**src/rtl/sclk_rate_pkg.sv**
```systemverilog
package sclk_rate_pkg;

   typedef logic [2:0] rate_code_t;

   localparam rate_code_t TIMER_CODE    = 3'b111;
   localparam int unsigned MAX_FIXED_DIV = 960;

   // Oscillator cycles per full clock period for each fixed code.
   // The timer code falls back to the slowest ratio when no timer path is built.
   function automatic int unsigned fixed_div(input rate_code_t code);
      case (code)
         3'b000:  return 256;
         3'b001:  return 224;
         3'b010:  return 192;
         3'b011:  return 160;
         3'b100:  return 960;
         3'b101:  return 120;
         3'b110:  return 60;
         default: return MAX_FIXED_DIV;
      endcase
   endfunction

endpackage

```
**src/rtl/sclk_half_counter.sv**
```systemverilog
module sclk_half_counter #(
   parameter int unsigned CNT_W = 9
) (
   input  logic             clk,
   input  logic             rst_n,
   input  logic             clear,
   input  logic [CNT_W-1:0] half_len,
   output logic             hit
);

   logic [CNT_W-1:0] cnt_q;
   logic             at_end;

   assign at_end = (cnt_q == half_len - 1'b1);
   assign hit    = !clear && at_end;

   always_ff @(posedge clk) begin
      if (!rst_n || clear) begin
         cnt_q <= '0;
      end else if (at_end) begin
         cnt_q <= '0;
      end else begin
         cnt_q <= cnt_q + 1'b1;
      end
   end


   hit_spacing_chk: assert property (@(posedge clk) disable iff (!rst_n)
      hit |=> !hit);

endmodule

```
**src/rtl/sclk_reload_timer.sv**
```systemverilog
module sclk_reload_timer #(
   parameter int unsigned PRESCALE = 12,
   parameter int unsigned TMR_W    = 8,
   parameter int unsigned OVF_HALF = 4
) (
   input  logic             clk,
   input  logic             rst_n,
   input  logic             clear,
   input  logic [TMR_W-1:0] reload,
   output logic             half_hit
);

   localparam int unsigned PRE_W = $clog2(PRESCALE);
   localparam int unsigned OVF_W = $clog2(OVF_HALF);

   logic [PRE_W-1:0] pre_q;
   logic [TMR_W-1:0] tmr_q;
   logic [OVF_W-1:0] ovf_q;
   logic             tick, ovf;

   assign tick     = !clear && (pre_q == PRE_W'(PRESCALE - 1));
   assign ovf      = tick && (tmr_q == '1);
   assign half_hit = ovf && (ovf_q == OVF_W'(OVF_HALF - 1));

   always_ff @(posedge clk) begin
      if (!rst_n) begin
         pre_q <= '0;
         tmr_q <= '0;
         ovf_q <= '0;
      end else if (clear) begin
         pre_q <= '0;
         tmr_q <= reload;
         ovf_q <= '0;
      end else begin
         pre_q <= tick ? '0 : pre_q + 1'b1;
         if (ovf) begin
            tmr_q <= reload;
            ovf_q <= half_hit ? '0 : ovf_q + 1'b1;
         end else if (tick) begin
            tmr_q <= tmr_q + 1'b1;
         end
      end
   end


   reload_range_chk: assert property (@(posedge clk) disable iff (!rst_n)
      !clear |-> (reload != '1));

endmodule

```
**src/rtl/sclk_rate_gen.sv**
```systemverilog
module sclk_rate_gen
   import sclk_rate_pkg::*;
#(
   parameter int unsigned PRESCALE   = 12,
   parameter int unsigned TMR_W      = 8,
   parameter int unsigned POST_DIV   = 8,
   parameter bit          TIMER_PATH = 1'b1
) (
   input  logic             clk,
   input  logic             rst_n,
   input  logic [7:0]       ctrl_byte,
   input  logic [TMR_W-1:0] reload_val,
   output logic             scl_out,
   output logic             edge_tick
);

   localparam int unsigned CNT_W    = $clog2(MAX_FIXED_DIV / 2 + 1);
   localparam int unsigned OVF_HALF = POST_DIV / 2;
   localparam int unsigned EN_BIT   = 6;
   localparam int unsigned MSB_BIT  = 7;

   if (PRESCALE < 2) begin : g_bad_prescale
      $error("sclk_rate_gen: PRESCALE must be at least 2");
   end
   if (POST_DIV < 4 || (POST_DIV % 2) != 0) begin : g_bad_post_div
      $error("sclk_rate_gen: POST_DIV must be even and at least 4");
   end
   if (TMR_W < 2) begin : g_bad_tmr_w
      $error("sclk_rate_gen: TMR_W must be at least 2");
   end

   logic             en;
   rate_code_t       req_code;
   rate_code_t       active_q;
   logic             scl_q, tick_q;
   logic             use_tmr, fix_hit, tmr_hit, hit;
   logic [CNT_W-1:0] half_len;
   logic             unused_ctrl_bits;

   assign en               = ctrl_byte[EN_BIT];
   assign req_code         = {ctrl_byte[MSB_BIT], ctrl_byte[1:0]};
   assign unused_ctrl_bits = ^ctrl_byte[5:2];

   assign use_tmr  = TIMER_PATH && (active_q == TIMER_CODE);
   assign half_len = CNT_W'(fixed_div(active_q) / 2);

   sclk_half_counter #(
      .CNT_W (CNT_W)
   ) i_half_counter (
      .clk      (clk),
      .rst_n    (rst_n),
      .clear    (!en || use_tmr),
      .half_len (half_len),
      .hit      (fix_hit)
   );

   if (TIMER_PATH) begin : g_timer
      sclk_reload_timer #(
         .PRESCALE (PRESCALE),
         .TMR_W    (TMR_W),
         .OVF_HALF (OVF_HALF)
      ) i_reload_timer (
         .clk      (clk),
         .rst_n    (rst_n),
         .clear    (!en || !use_tmr),
         .reload   (reload_val),
         .half_hit (tmr_hit)
      );
   end else begin : g_no_timer
      logic unused_reload;
      assign unused_reload = ^reload_val;
      assign tmr_hit       = 1'b0;
   end

   assign hit = use_tmr ? tmr_hit : fix_hit;

   always_ff @(posedge clk) begin
      if (!rst_n) begin
         scl_q    <= 1'b1;
         tick_q   <= 1'b0;
         active_q <= '0;
      end else if (!en) begin
         scl_q    <= 1'b1;
         tick_q   <= 1'b0;
         active_q <= req_code;
      end else begin
         tick_q <= hit;
         if (hit) begin
            scl_q <= ~scl_q;
            if (!scl_q) begin
               active_q <= req_code;
            end
         end
      end
   end

   assign scl_out   = scl_q;
   assign edge_tick = tick_q;


   idle_high_chk: assert property (@(posedge clk) disable iff (!rst_n)
      !$past(en) |-> (scl_out && !edge_tick));


   tick_edge_chk: assert property (@(posedge clk) disable iff (!rst_n)
      edge_tick |-> (scl_out != $past(scl_out)));


   edge_has_tick_chk: assert property (@(posedge clk) disable iff (!rst_n)
      ($past(en) && (scl_out != $past(scl_out))) |-> edge_tick);


   code_hold_chk: assert property (@(posedge clk) disable iff (!rst_n)
      (active_q != $past(active_q)) |-> (!$past(en) || (scl_q && !$past(scl_q))));

endmodule

```
**config.mk**
```make
export PLATFORM = sky130hd
export DESIGN_NAME = sclk_rate_gen
export DESIGN_NICKNAME = d
export VERILOG_FILES = /design/src/rtl/sclk_rate_pkg.sv /design/src/rtl/sclk_half_counter.sv /design/src/rtl/sclk_reload_timer.sv /design/src/rtl/sclk_rate_gen.sv
export SDC_FILE = /design/constraint.sdc
export NUM_CORES = 1
export LEC_CHECK = 0
export BUFFER_PORTS_ARGS = -buffer_cell sky130_fd_sc_hd__buf_4
export CORE_ASPECT_RATIO = 0.5
export CORE_MARGIN = 5
export CORE_UTILIZATION = 40
export DETAILED_ROUTE_END_ITERATION = 7
export PLACE_DENSITY = 0.68
export SKIP_CTS_REPAIR_TIMING = 1
export SLEW_MARGIN = 15
export SYNTH_ARGS = -nofsm -noshare
export SYNTH_HDL_FRONTEND = slang
export SYNTH_SLANG_ARGS = --single-unit
```
**constraint.sdc**
```tcl
create_clock -name clk -period 2.35 [get_ports clk]
set_input_delay 0.47 -clock clk [delete_from_list [all_inputs] [get_ports clk]]
set_output_delay 0.47 -clock clk [all_outputs]
set_load 0.01 [all_outputs]
```
Word level (Yosys, flattened, before mapping)
Index checks and enable logic that the tools add are counted. W data, S select, Z words.

Reductions and logical operators: 19. Muxes and demuxes: 9. $add $sub $neg: 5. Bitwise logic cells: 2. Equal/unequal tests: 12.

Operators with widths (count): $pmux W10 S6 (1); $mux W8 (3); $add A9 B1 Y9 const B (1); $eq A3 B3 Y1 const B (3); $eq A9 B9 Y1 (1); $mux W3 (3); $sub A9 B1 Y9 const B (1); $add A8 B1 Y8 const B (1); $eq A8 B8 Y1 const B (1); $eq A3 B2 Y1 const B (2); $logic_not A1 Y1 (5); $add A4 B1 Y4 const B (1); $eq A4 B4 Y1 const B (1); $logic_and A1 B1 Y1 (4); $reduce_and A2 Y1 (2); $reduce_or A2 Y1 (2); $eq A3 B1 Y1 const B (1); $logic_not A3 Y1 (1); $logic_or A1 B1 Y1 (3); $reduce_bool A3 Y1 (1); $reduce_or A3 Y1 (1); $add A2 B1 Y2 const B (1); $eq A2 B2 Y1 const B (1); $mux W2 (1); other kinds (4) (5).

Bits of input ports: 18. Register bits: 28. Output and inout bits: 2. Word-level logic and storage cells: 54.

Logic depth before layout (Yosys ltp)
Gate-level depths: netlist of the first run.

Depth in word-level cells: 10. Gate-level depth with buffers: 11. Depth with buffers taken out: 9.

Cells and area by module
From an unflattened synthesis of the first run, not the netlist that was laid out.

Cells, all modules: 223. Area, all modules: 1810.5 um^2.

Modules (own cells, without submodules): sclk_reload_timer (seq. area each 280.3 um^2, cells an instance 106, instances 1, area an instance 835.8 um^2); sclk_half_counter (seq. area each 180.2 um^2, cells an instance 78, instances 1, area an instance 674.4 um^2); sclk_rate_gen (seq. area each 100.1 um^2, cells an instance 39, instances 1, area an instance 300.3 um^2).

Least setup slack after synthesis of the first run
No wires, ideal clock.

Path kind: reg-to-reg. From: register active_q[0]. To: register i_half_counter.cnt_q[5]. Path slack: 0.133 ns. Required time: 2.235 ns. Cell stages (with the launch flop): 12. Period minus slack after synthesis: 2.217 ns. Data arrival time: 2.103 ns. Setup time: 0.115 ns. Buffers on the path: 2. Cell sequence: dfxtp_1 -> buf_2 -> xor2_2 -> nand2_1 -> ha_1 -> or3_1 -> o21ai_1 -> xor2_1 -> nor4_1 -> or2_1 -> buf_6 -> nor2_1.

Cells in the longest elaborated chain, start to end: 5. Elaborated cells between the ends (all ways): 13. Classes of those cells: add/sub (1); eq/ne (7); mux (1); reduce/logical (4).

RTL lines: start: declaration (RTL line sclk_rate_gen.sv:34) `rate_code_t active_q;`; start signal: assignment (RTL line sclk_rate_gen.sv:85) `active_q <= req_code;`; start signal: assignment (RTL line sclk_rate_gen.sv:91) `active_q <= req_code;`; $eq A3 B3 Y1 (tied with other cells) (RTL line sclk_rate_pkg.sv:11) `case (code)`; $pmux W10 S6 (RTL line sclk_rate_pkg.sv:11); $sub A9 B1 Y9 (RTL line sclk_half_counter.sv:14) `assign at_end = (cnt_q == half_len - 1'b1);`; $eq A9 B9 Y1 (RTL line sclk_half_counter.sv:14); $reduce_or A2 Y1 (no source line) (*); end signal: assignment (RTL line sclk_half_counter.sv:23) `cnt_q <= cnt_q + 1'b1;`; end: declaration (RTL line sclk_half_counter.sv:11) `logic [CNT_W-1:0] cnt_q;`.

Every way passes the cells marked *; elsewhere a longest branch is shown, timed or not. A chain may end at the register's enable or synchronous reset.

Worst setup path in the final report of the first run
From: register active_q[1]. To: register scl_q (netlist: scl_out).

Cells in the longest elaborated chain, start to end: 8. Elaborated cells between the ends (all ways): 20. Classes of those cells: add/sub (1); eq/ne (7); mux (2); reduce/logical (10).

RTL lines: branches (longest 7 deep; another with $sub A9 B1 Y9); $mux W1 (*) (RTL line sclk_rate_gen.sv:75) `assign hit = use_tmr ? tmr_hit : fix_hit;`; end signal: assignment (RTL line sclk_rate_gen.sv:89) `scl_q <= ~scl_q;`; end: declaration (RTL line sclk_rate_gen.sv:35) `logic scl_q, tick_q;`.

Mark *: on every way between the ends.

==> out/qor.txt, run 1 <==
Antenna diode count - 0
Syn avg cell area - 8.21 µm²
Worst setup endpoint - scl_out
Final non-filler cell total - 263
Register area share after synthesis - 36.1%
Post-synth top flop - dfxtp_1
Clk_lat worst skew - 0.28 ns
Via density - 5.08
Cell taking the most area after synthesis - dfxtp_1
Cell Area, Synth - 0.00155 mm²
Routed WL - 3.16 mm
Layout Utilization - 48.0%
Ys async rst share - 0%
Reg2reg setup slack - 0.17 ns
Status - finished clean
Worst r2r src - active_q[1]
IR Drop Worst-Case VDD - 0.000227 V
# nets final - 234
Mean routed wirelength per cell - 12.0 µm
CTS buffer count - 3
RR Endpoint - scl_out
CTS max path bufs - 2
Inst Count DP - 258
Dominant cells by area after synthesis - dfxtp_1 36%, nor2_1 5.8%, nand3_1 5.5%, nand2_1 5.3%, xor2_1 5.1%
TritonCTS clock tree - built
Startpoint types - flop
CORE AREA - 0.00382 mm²
CP Capture Type - flop
Pleak - 0.725 nW
Number of synthesized flops with an enable pin - 0
P per Cell Area - 493 mW/mm²
Die height - 54.0 µm
Antenna violations before repair - 0
Slew Limit Fails - 0
H-tree Lvls - 1
Gp weighted congestion - 0.833
GRT Resource Usage Total - 12.4%
Max Clock Freq - 0.459 GHz
Global-route wire length before repair - 5.31 mm
Maxcap violations - 0
Vias - 1336
Detailed-route DRC error count - 0
Final TNS setup - 0 ns
Initial Utilization - 40.6%
Die X-Extent - 98.1 µm
I/O Pins - 20
Flops & latches, synth - 28
Unique masters post-synth - 41
CP arrival - 2.34 ns
Final setup violation count - 0
Area growth syn-to-layout - 18.2%
Worst Hold Class - input port to flop
Largest net degree at the start of global routing - 19
CP Launch Point - active_q[1]
Clock Sink Count - 28
Synth top area share - 36.1%
Synthesized Nets - 213
Worst Path Required - 2.52 ns
Clk_skew - 0.00518 ns
Share of cells above drive strength 1 - 17.7%
Syn Inst Count - 189
Final antenna-violating net count - 0
Yosys Warn Count - 0
Register-to-Register Path Depth - 9
Worst hold slack - 0.431 ns
DP Wirelength - 2.30 mm
Rows - 16
Worst setup path category - flop to flop
# port buffers - 15
Final worst-path cycle share - 92.7%
Total global routing overflow - 0
Die ar. - 0.00530 mm²
Max FO, Critical Path - 5
Clock Pin Slew Worst Setup and Hold Paths - 0.10 ns
Pre-antenna DRT Iters - 4
Worst-margin pin slew - 0.455 ns
Iteration-0 DRC Markers - 43
Rel. slew slack - 69.4%
Fill cell count - 355
Root Buffer - clkbuf_8
Fin. Hold Viols - 0
Vias in the first global route - 1231
Min cycle time layout - 2.18 ns
[stage by stage]
stage,setup WS (ns),total power [W],cell area [µm²]
after floorplan,0.133,0.000573,1550
after global placement,0.0693,0.000606,1750
after detailed placement,0.0530,0.000608,1750
after CTS,0.0000264,0.000910,1800
after global routing,-0.00501,0.000943,1830
final,0.171,0.000904,1830
[where the power goes]
group	internal (W)	switching [W]
logic	0.0000515	0.0000472
clock network	0.000150	0.000151
registers	0.000486	0.0000170
total	0.000688	0.000216
[registers in the layout, indices dropped and copies added (netlist names)]
name	count
active_q	3
edge_tick	1
g_timer.i_reload_timer.ovf_q	2
g_timer.i_reload_timer.pre_q	4
g_timer.i_reload_timer.tmr_q	8
i_half_counter.cnt_q	9
scl_out	1
[layer usage]
metal  vias up  global-route usage [%]  part of all wire (%)
met5         -                       0                     0
met4         0                    4.14                   1.2
met3         4                    3.10                   2.0
met2        12                    23.9                    50
met1       613                    13.9                    47
li1        707                       -                     -
[Yosys cell counts (2+ instances only)]
cell       count
nor3b_1        3
xor2_1         9
nor3_1         5
nand2_1       22
and2_1         3
a21oi_1        8
clkbuf_1       3
inv_1          2
dfxtp_1       28
nand3_1       17
mux2i_1        7
buf_2          2
o31ai_1        2
and3_1         7
nand4_1        2
ha_1           6
nor2_1        24
xnor2_1        5
nand4bb_1      2
o21ai_0       10
nor4_1         2
[worst min-delay path by stage]
stage | endpoint | from | cells past startpoint | slack [ns]
final | active_q[1] | ctrl_byte[1] | 3 | 0.43
after global routing | active_q[1] | ctrl_byte[1] | 3 | 0.43
after CTS | g_timer.i_reload_timer.tmr_q[6] | reload_val[6] | 3 | 0.43
after detailed placement | g_timer.i_reload_timer.pre_q[0] | g_timer.i_reload_timer.pre_q[0] | 1 | 0.44
after global placement | g_timer.i_reload_timer.pre_q[0] | g_timer.i_reload_timer.pre_q[0] | 1 | 0.43
after floorplan | g_timer.i_reload_timer.pre_q[0] | g_timer.i_reload_timer.pre_q[0] | 1 | 0.42
[critical path: stages, from the launching register on]
cell and delay, ns:
dfxtp_4 0.39, nand2_1 0.10, xor2_2 0.17, ha_1 0.29, xor2_1 0.15, o2111ai_1 0.19
nor4_2 0.35, buf_4 0.17, a41o_2 0.19, mux2i_1 0.06
[area by class of cell]
| cell class | instances | area, µm² | share of cell area (%) |
|---|---|---|---|
| inverter | 2 | 7.51 | 0.409 |
| clock buffer | 4 | 55.1 | 3.00 |
| sequential | 28 | 568 | 31.0 |
| timing repair buffer | 24 | 180 | 9.82 |
| multi-input combinational | 151 | 956 | 52.1 |
| tap | 54 | 67.6 | 3.68 |
[cells in the final DEF (no fill, tap or decap), types with 3 or more instances in the layout]
master and count:
nor3b_1 3, nand3_1 17, xor2_1 8, mux2i_1 7, nor3_1 5, clkbuf_8 4
nand2_1 22, xnor2_1 5, and2_1 3, buf_4 24, dfxtp_1 26, a21oi_1 8
ha_1 6, nor2_1 24, and3_1 7, o21ai_0 10
[logic make-up after synthesis]
logic type | share of synthesized area [%]
mux | 4.52
flops | 36.1
buf+inv | 3.31
simple gates | 28.5
fa+ha+maj | 4.84
compound gates | 13.8
xor+xnor | 8.95
Note: power is estimated with default switching activity, not from simulation.
==> inputs of run 2 (changes only) <==
CORE_UTILIZATION = 25   (was 40)
PLACE_DENSITY = 0.49   (was 0.68)
==> run 2 against run 1 <==
  * Sequential share of layout area fell by 1.7 points
  * Via count fell by 0.45%
  * Routed wire length is 6.7% higher
  * Sequential power about the same
  * Cell count rose by 13%
  * Maximum frequency hardly changed
  * First-iteration DRC count grew 16%
  * Power rose by 23%
  * Core utilization down 16 points
  * Clock-buffer cell count decreased by 1
==> out/qor.txt, run 2 (synthesis results as in run 1) <==
IR Drop Worst-Case VDD - 0.000281 V
Slowest-stage cell, CP - dfxtp_4
Routed WL - 3.37 mm
Gp weighted congestion - 0.776
Most frequent cells in the layout - 26 x dfxtp_1, 24 x nor2_1, 23 x buf_4
Slew Limit Fails - 0
Met1 usage - 10.7%
Iteration-0 DRC Markers - 50
Largest net degree at the start of global routing - 19
Startpoint types - flop
CORE AREA - 0.00606 mm²
Maxcap violations - 0
Clock Sink Count - 28
Inst Count DP - 293
Global-route wire length before repair - 5.80 mm
Layout Utilization - 32.0%
Rel. slew slack - 74.7%
# nets final - 234
Final setup violation count - 0
Final antenna-violating net count - 0
GRT Resource Usage Total - 8.86%
CTS max path bufs - 2
Total global routing overflow - 0
P per Cell Area - 572 mW/mm²
GR Util met2 - 15.9%
Grt peak-use layer - met2
Detailed-route DRC error count - 0
CP arrival - 2.36 ns
Vias in the first global route - 1311
# port buffers - 15
Reg area - 568 µm²
Vias - 1330
Worst Path Required - 2.54 ns
Area of the multi-input gates - 956 µm²
TritonCTS clock tree - built
Final worst-path cycle share - 92.7%
Top flop regs - i_half_counter.cnt_q x9, g_timer.i_reload_timer.tmr_q x8, g_timer.i_reload_timer.pre_q x4
Cells along the critical path - xor2_2 > nand2_1 > ha_1 > or3_1 > o21ai_2 > xor2_1 > nor4_2 > buf_4 > a41o_2 > mux2i_1
Largest stage delay, worst path - 0.36 ns
Die X-Extent - 121 µm
Reg2reg setup slack - 0.17 ns
Worst r2r src - active_q[0]
Fin. Hold Viols - 0
I/O Pins - 20
Worst Hold Depth - 3
Antenna diode count - 0
Fill cell count - 638
Worst hold start - reload_val[6]
Die height - 65.7 µm
Reg with most FFs - i_half_counter.cnt_q
DP Wirelength - 2.51 mm
Worst Hold Class - input port to flop
Worst-margin pin slew - 0.377 ns
Antenna violations before repair - 0
Area growth syn-to-layout - 25.0%
H-tree Lvls - 1
Mean routed wirelength per cell - 11.3 µm
RR Endpoint - scl_out
Met3 Track Usage GR - 2.15%
Root Buffer - clkbuf_16
Max FO, Critical Path - 4
Status - finished clean
Share of cells above drive strength 1 - 17.7%
CTS buffer count - 3
Min cycle time layout - 2.18 ns
Number of flip-flops in the largest register - 9
Initial Utilization - 25.6%
Clock Pin Slew Worst Setup and Hold Paths - 0.07 ns
Hold Crit Endpoint - g_timer.i_reload_timer.tmr_q[6]
Clk_skew - 0.00808 ns
CP Capture Type - flop
Rows - 20
Commonest non-fill, non-tap cell in the layout - dfxtp_1
Register-to-Register Path Depth - 10
Worst setup path category - flop to flop
Pleak - 0.752 nW
Max Clock Freq - 0.459 GHz
RSZ-0062 raised after global routing - false
Final non-filler cell total - 297
Die ar. - 0.00798 mm²
Clk_lat worst skew - 0.26 ns
Pre-antenna DRT Iters - 4
Via density - 4.48
Final TNS setup - 0 ns
-- run 2: final cells by class --
type,count,share of cell area [%]
Clock buffer,3,3.87
Multi-Input combinational cell,151,49.3
Sequential cell,28,29.3
Timing Repair Buffer,24,9.94
Tap cell,88,5.68
Clock inverter,1,1.55
Inverter,2,0.387
-- run 2: routing by layer --
| metal | share of wire [%] | vias to the layer above |
|---|---|---|
| met4 | 0.92 | 0 |
| met3 | 2.6 | 2 |
| met2 | 50 | 12 |
| li1 | - | 705 |
| met5 | 0 | - |
| met1 | 47 | 611 |
-- run 2: critical path, delay by kind of cell (launching register included) --
family | cells | cell delay (ns)
buf+inv | 1 | 0.15
fa+ha+maj | 1 | 0.20
compound gates | 2 | 0.35
flops | 1 | 0.36
mux | 1 | 0.13
xor+xnor | 2 | 0.42
simple gates | 3 | 0.51
-- run 2: worst max-delay path by stage --
stage | startpoint | to | slack, ns | depth (start not counted)
final | active_q[0] | scl_out | 0.17 | 10
after floorplan | active_q[0] | i_half_counter.cnt_q[5] | 0.13 | 11
after detailed placement | active_q[0] | scl_out | 0.06 | 10
after global placement | active_q[0] | scl_out | 0.09 | 10
after global routing | active_q[1] | scl_out | 0.002 | 10
after CTS | active_q[0] | scl_out | 0.04 | 10
-- run 2: power breakdown --
part           switching (W)  internal, W  total [W]
Sequential         0.0000163     0.000486   0.000503
Clock               0.000163     0.000339   0.000502
Combinational      0.0000507    0.0000545   0.000105
-- run 2: metrics by stage --
stage	worst slack, ns	total power (W)	hold WS, ns	instance area [µm²]
3_5_place_dp	0.0639	0.000614	0.440	1810
3_3_place_gp	0.0911	0.000612	0.432	1810
5_1_grt	0.00222	0.00117	0.453	1940
4_1_cts	0.0393	0.00113	0.447	1920
6_report	0.173	0.00111	0.450	1940
2_1_floorplan	0.133	0.000573	0.418	1550
==> inputs of run 3 (changes only) <==
ABC_CLOCK_PERIOD_IN_PS = 2350   (was unset)
SYNTH_HIERARCHICAL = 1   (was unset)
==> run 3 against run 2 <==
  * Critical path depth increased by 1
  * Clock power decreased by 23%
  * Global-route usage increased by 0.39 points
  * The flow now finishes with violations (setup timing)
  * Cell count increased by 15%
  * Critical endpoint is now active_q[1]
  * Sequential share of layout area decreased by 4.7 points
  * Routed wire length increased by 19%
  * First-iteration DRC count increased by 96%
  * Setup slack got worse by 0.43 ns
  * Sequential cell count unchanged
  * Largest power group unchanged
  * Power decreased by 1.8%
  * Synthesized area increased by 17%
==> out/qor.txt, run 3 <==
Clock Pin Slew Worst Setup and Hold Paths - 0.07 ns
Worst-margin pin slew - 0.502 ns
Die ar. - 0.00915 mm²
Flops & latches, synth - 28
Post-synth top flop - dfxtp_1
Iteration-0 DRC Markers - 98
Worst setup path category - flop to flop
Hold Crit Endpoint - scl_out
Worst hold slack - 0.427 ns
Clock Sink Count - 28
Vias in the first global route - 1635
GRT Resource Usage Total - 9.25%
Status - finished, violations left
List of most frequent post-synthesis cells - 28 x dfxtp_1, 27 x nand2_1, 17 x nor2_1
Startpoint types - flop
Dominant cells by area after synthesis - dfxtp_1 31%, xnor2_1 5.8%, nand2_1 5.6%, xor2_1 4.8%, nand3_1 3.6%
Final setup violation count - 4
Detailed-route DRC error count - 0
DP Wirelength - 3.04 mm
Pleak - 0.869 nW
RSZ-0062 raised after global routing - true
Worst hold start - ctrl_byte[6]
Largest net degree at the start of global routing - 18
Most frequent cells in the layout - 34 x buf_4, 26 x nand2_1, 25 x dfxtp_1
Via density - 4.70
Register-to-Register Path Depth - 11
Final TNS setup - -0.902 ns
Syn Inst Count - 223
I/O Pins - 20
# port buffers - 15
Failing checks - setup timing
# nets final - 276
Antenna diode count - 0
Worst Hold Class - input port to flop
Rows - 21
Global-route wire length before repair - 7.16 mm
Register area share after synthesis - 31.0%
Initial Utilization - 26.4%
RR Endpoint - active_q[1]
CP Capture Type - flop
Ys async rst share - 0%
Die X-Extent - 130 µm
CTS max path bufs - 2
Worst r2r src - active_q[1]
Yosys Warn Count - 6
Top-count cell post-synth - dfxtp_1
Clk_lat worst skew - 0.26 ns
IR Drop Worst-Case VDD - 0.000273 V
Area growth syn-to-layout - 27.9%
Layout Utilization - 33.8%
Synth top area share - 31.0%
Clk_skew - 0.00310 ns
Final WS setup - -0.253 ns
Reg with most FFs - i_half_counter/cnt_q
Commonest non-fill, non-tap cell in the layout - buf_4
Area after DPL - 0.00217 mm²
CP arrival - 2.76 ns
Max Clock Freq - 0.384 GHz
Cell Area, Synth - 0.00181 mm²
Total global routing overflow - 0
Rel. slew slack - 66.1%
Vias - 1611
Unique masters post-synth - 60
Gp weighted congestion - 0.729
Dpl ws - -0.247 ns
Root Buffer - clkbuf_16
Maxcap violations - 0
Post-route cell area - 0.00231 mm²
Final antenna-violating net count - 0
CORE AREA - 0.00686 mm²
Worst Hold Depth - 2
Top flop regs - i_half_counter/cnt_q x9, g_timer.i_reload_timer/tmr_q x8, g_timer.i_reload_timer/pre_q x4
Syn avg cell area - 8.12 µm²
Cell taking the most area after synthesis - dfxtp_1
Number of synthesized flops with an enable pin - 0
Mean routed wirelength per cell - 11.7 µm
TritonCTS clock tree - built
Min cycle time layout - 2.60 ns
CTS buffer count - 3
Antenna violations before repair - 0
Fin. Hold Viols - 0
Pre-antenna DRT Iters - 4
Die height - 70.2 µm
H-tree Lvls - 1
Final worst-path cycle share - 111%
P per Cell Area - 471 mW/mm²
Share of cells above drive strength 1 - 24.3%
Number of flip-flops in the largest register - 9
Worst Path Required - 2.50 ns
Routed WL - 4.00 mm
Slew Limit Fails - 0
Reg2reg setup slack - -0.25 ns
Max FO, Critical Path - 6
run 3: cell count changes in the layout (fill, tap and decap cells not counted), moves of 5 or more:
cell	delta
buf_4	+11
nor2_1	-11
nor3_1	+7
xnor2_1	+7
inv_1	+6
o21ai_0	-6
and3_1	-5
conb_1	+5
run 3: power breakdown:
part | internal (W) | switching (W) | total [W]
Combinational | 0.000100 | 0.0000938 | 0.000194
Sequential | 0.000486 | 0.0000196 | 0.000506
Clock | 0.000226 | 0.000163 | 0.000389
Total | 0.000812 | 0.000277 | 0.00109
run 3: per-stage QoR:
| step | cells | total power [W] |
|---|---|---|
| 2_1_floorplan | 227 | 0.000629 |
| 3_3_place_gp | 339 | 0.000688 |
| 3_5_place_dp | 339 | 0.000693 |
| 4_1_cts | 342 | 0.00109 |
| 5_1_grt | 343 | 0.00114 |
| 6_report | 343 | 0.00109 |
run 3: layout make-up:
type                       instances  area (µm²)
clock buffer                       3        75.1
fill                             717        4540
inverter                           8        30.0
multi-input combinational        177        1250
sequential                        28         569
tap                               92         115
timing repair buffer              35         275
run 3: layer usage:
metal / global-route usage, % / up-vias / routed length (µm)
met5: 0 / - / 0
met4: 1.71 / 0 / 13
met3: 1.75 / 2 / 62
met2: 16.0 / 11 / 1920
met1: 12.0 / 756 / 2010
li1: - / 842 / -
run 3: logic make-up (layout without fill, tap and decap cells):
logic type	after synthesis	in the layout	share of synthesized area, %
flip-flops	28	28	31.0
other	1	5	0.207
XOR/XNOR	22	22	10.6
AND/OR/NAND/NOR	106	106	32.2
adder cells (fa/ha/maj)	5	5	3.46
buffers and inverters	22	46	5.60
AO/OA/AOI/OAI	34	34	14.0
multiplexers	5	5	2.97
run 3: worst max-delay path, cell delays in order (launching register included):
cell and delay [ns]:
dfxtp_4 0.37, xor2_4 0.19, and2_4 0.17, buf_12 0.13, nor4_4 0.27, nand3_2 0.15
a2111oi_4 0.32, o2111a_1 0.26, and2b_1 0.17, mux2i_4 0.09, o21a_4 0.24, mux2i_1 0.11
run 3: how the worst max path moves through the flow:
| stage | end | slack, ns | startpoint | cells past startpoint |
|---|---|---|---|---|
| detailed placement | active_q[1] | -0.25 | active_q[1] | 11 |
| CTS | active_q[1] | -0.28 | active_q[1] | 11 |
| floorplan | active_q[0] | -0.25 | active_q[0] | 13 |
| global route | active_q[2] | -0.39 | active_q[1] | 11 |
| finish | active_q[1] | -0.25 | active_q[1] | 11 |
| global placement | active_q[1] | -0.19 | active_q[1] | 11 |
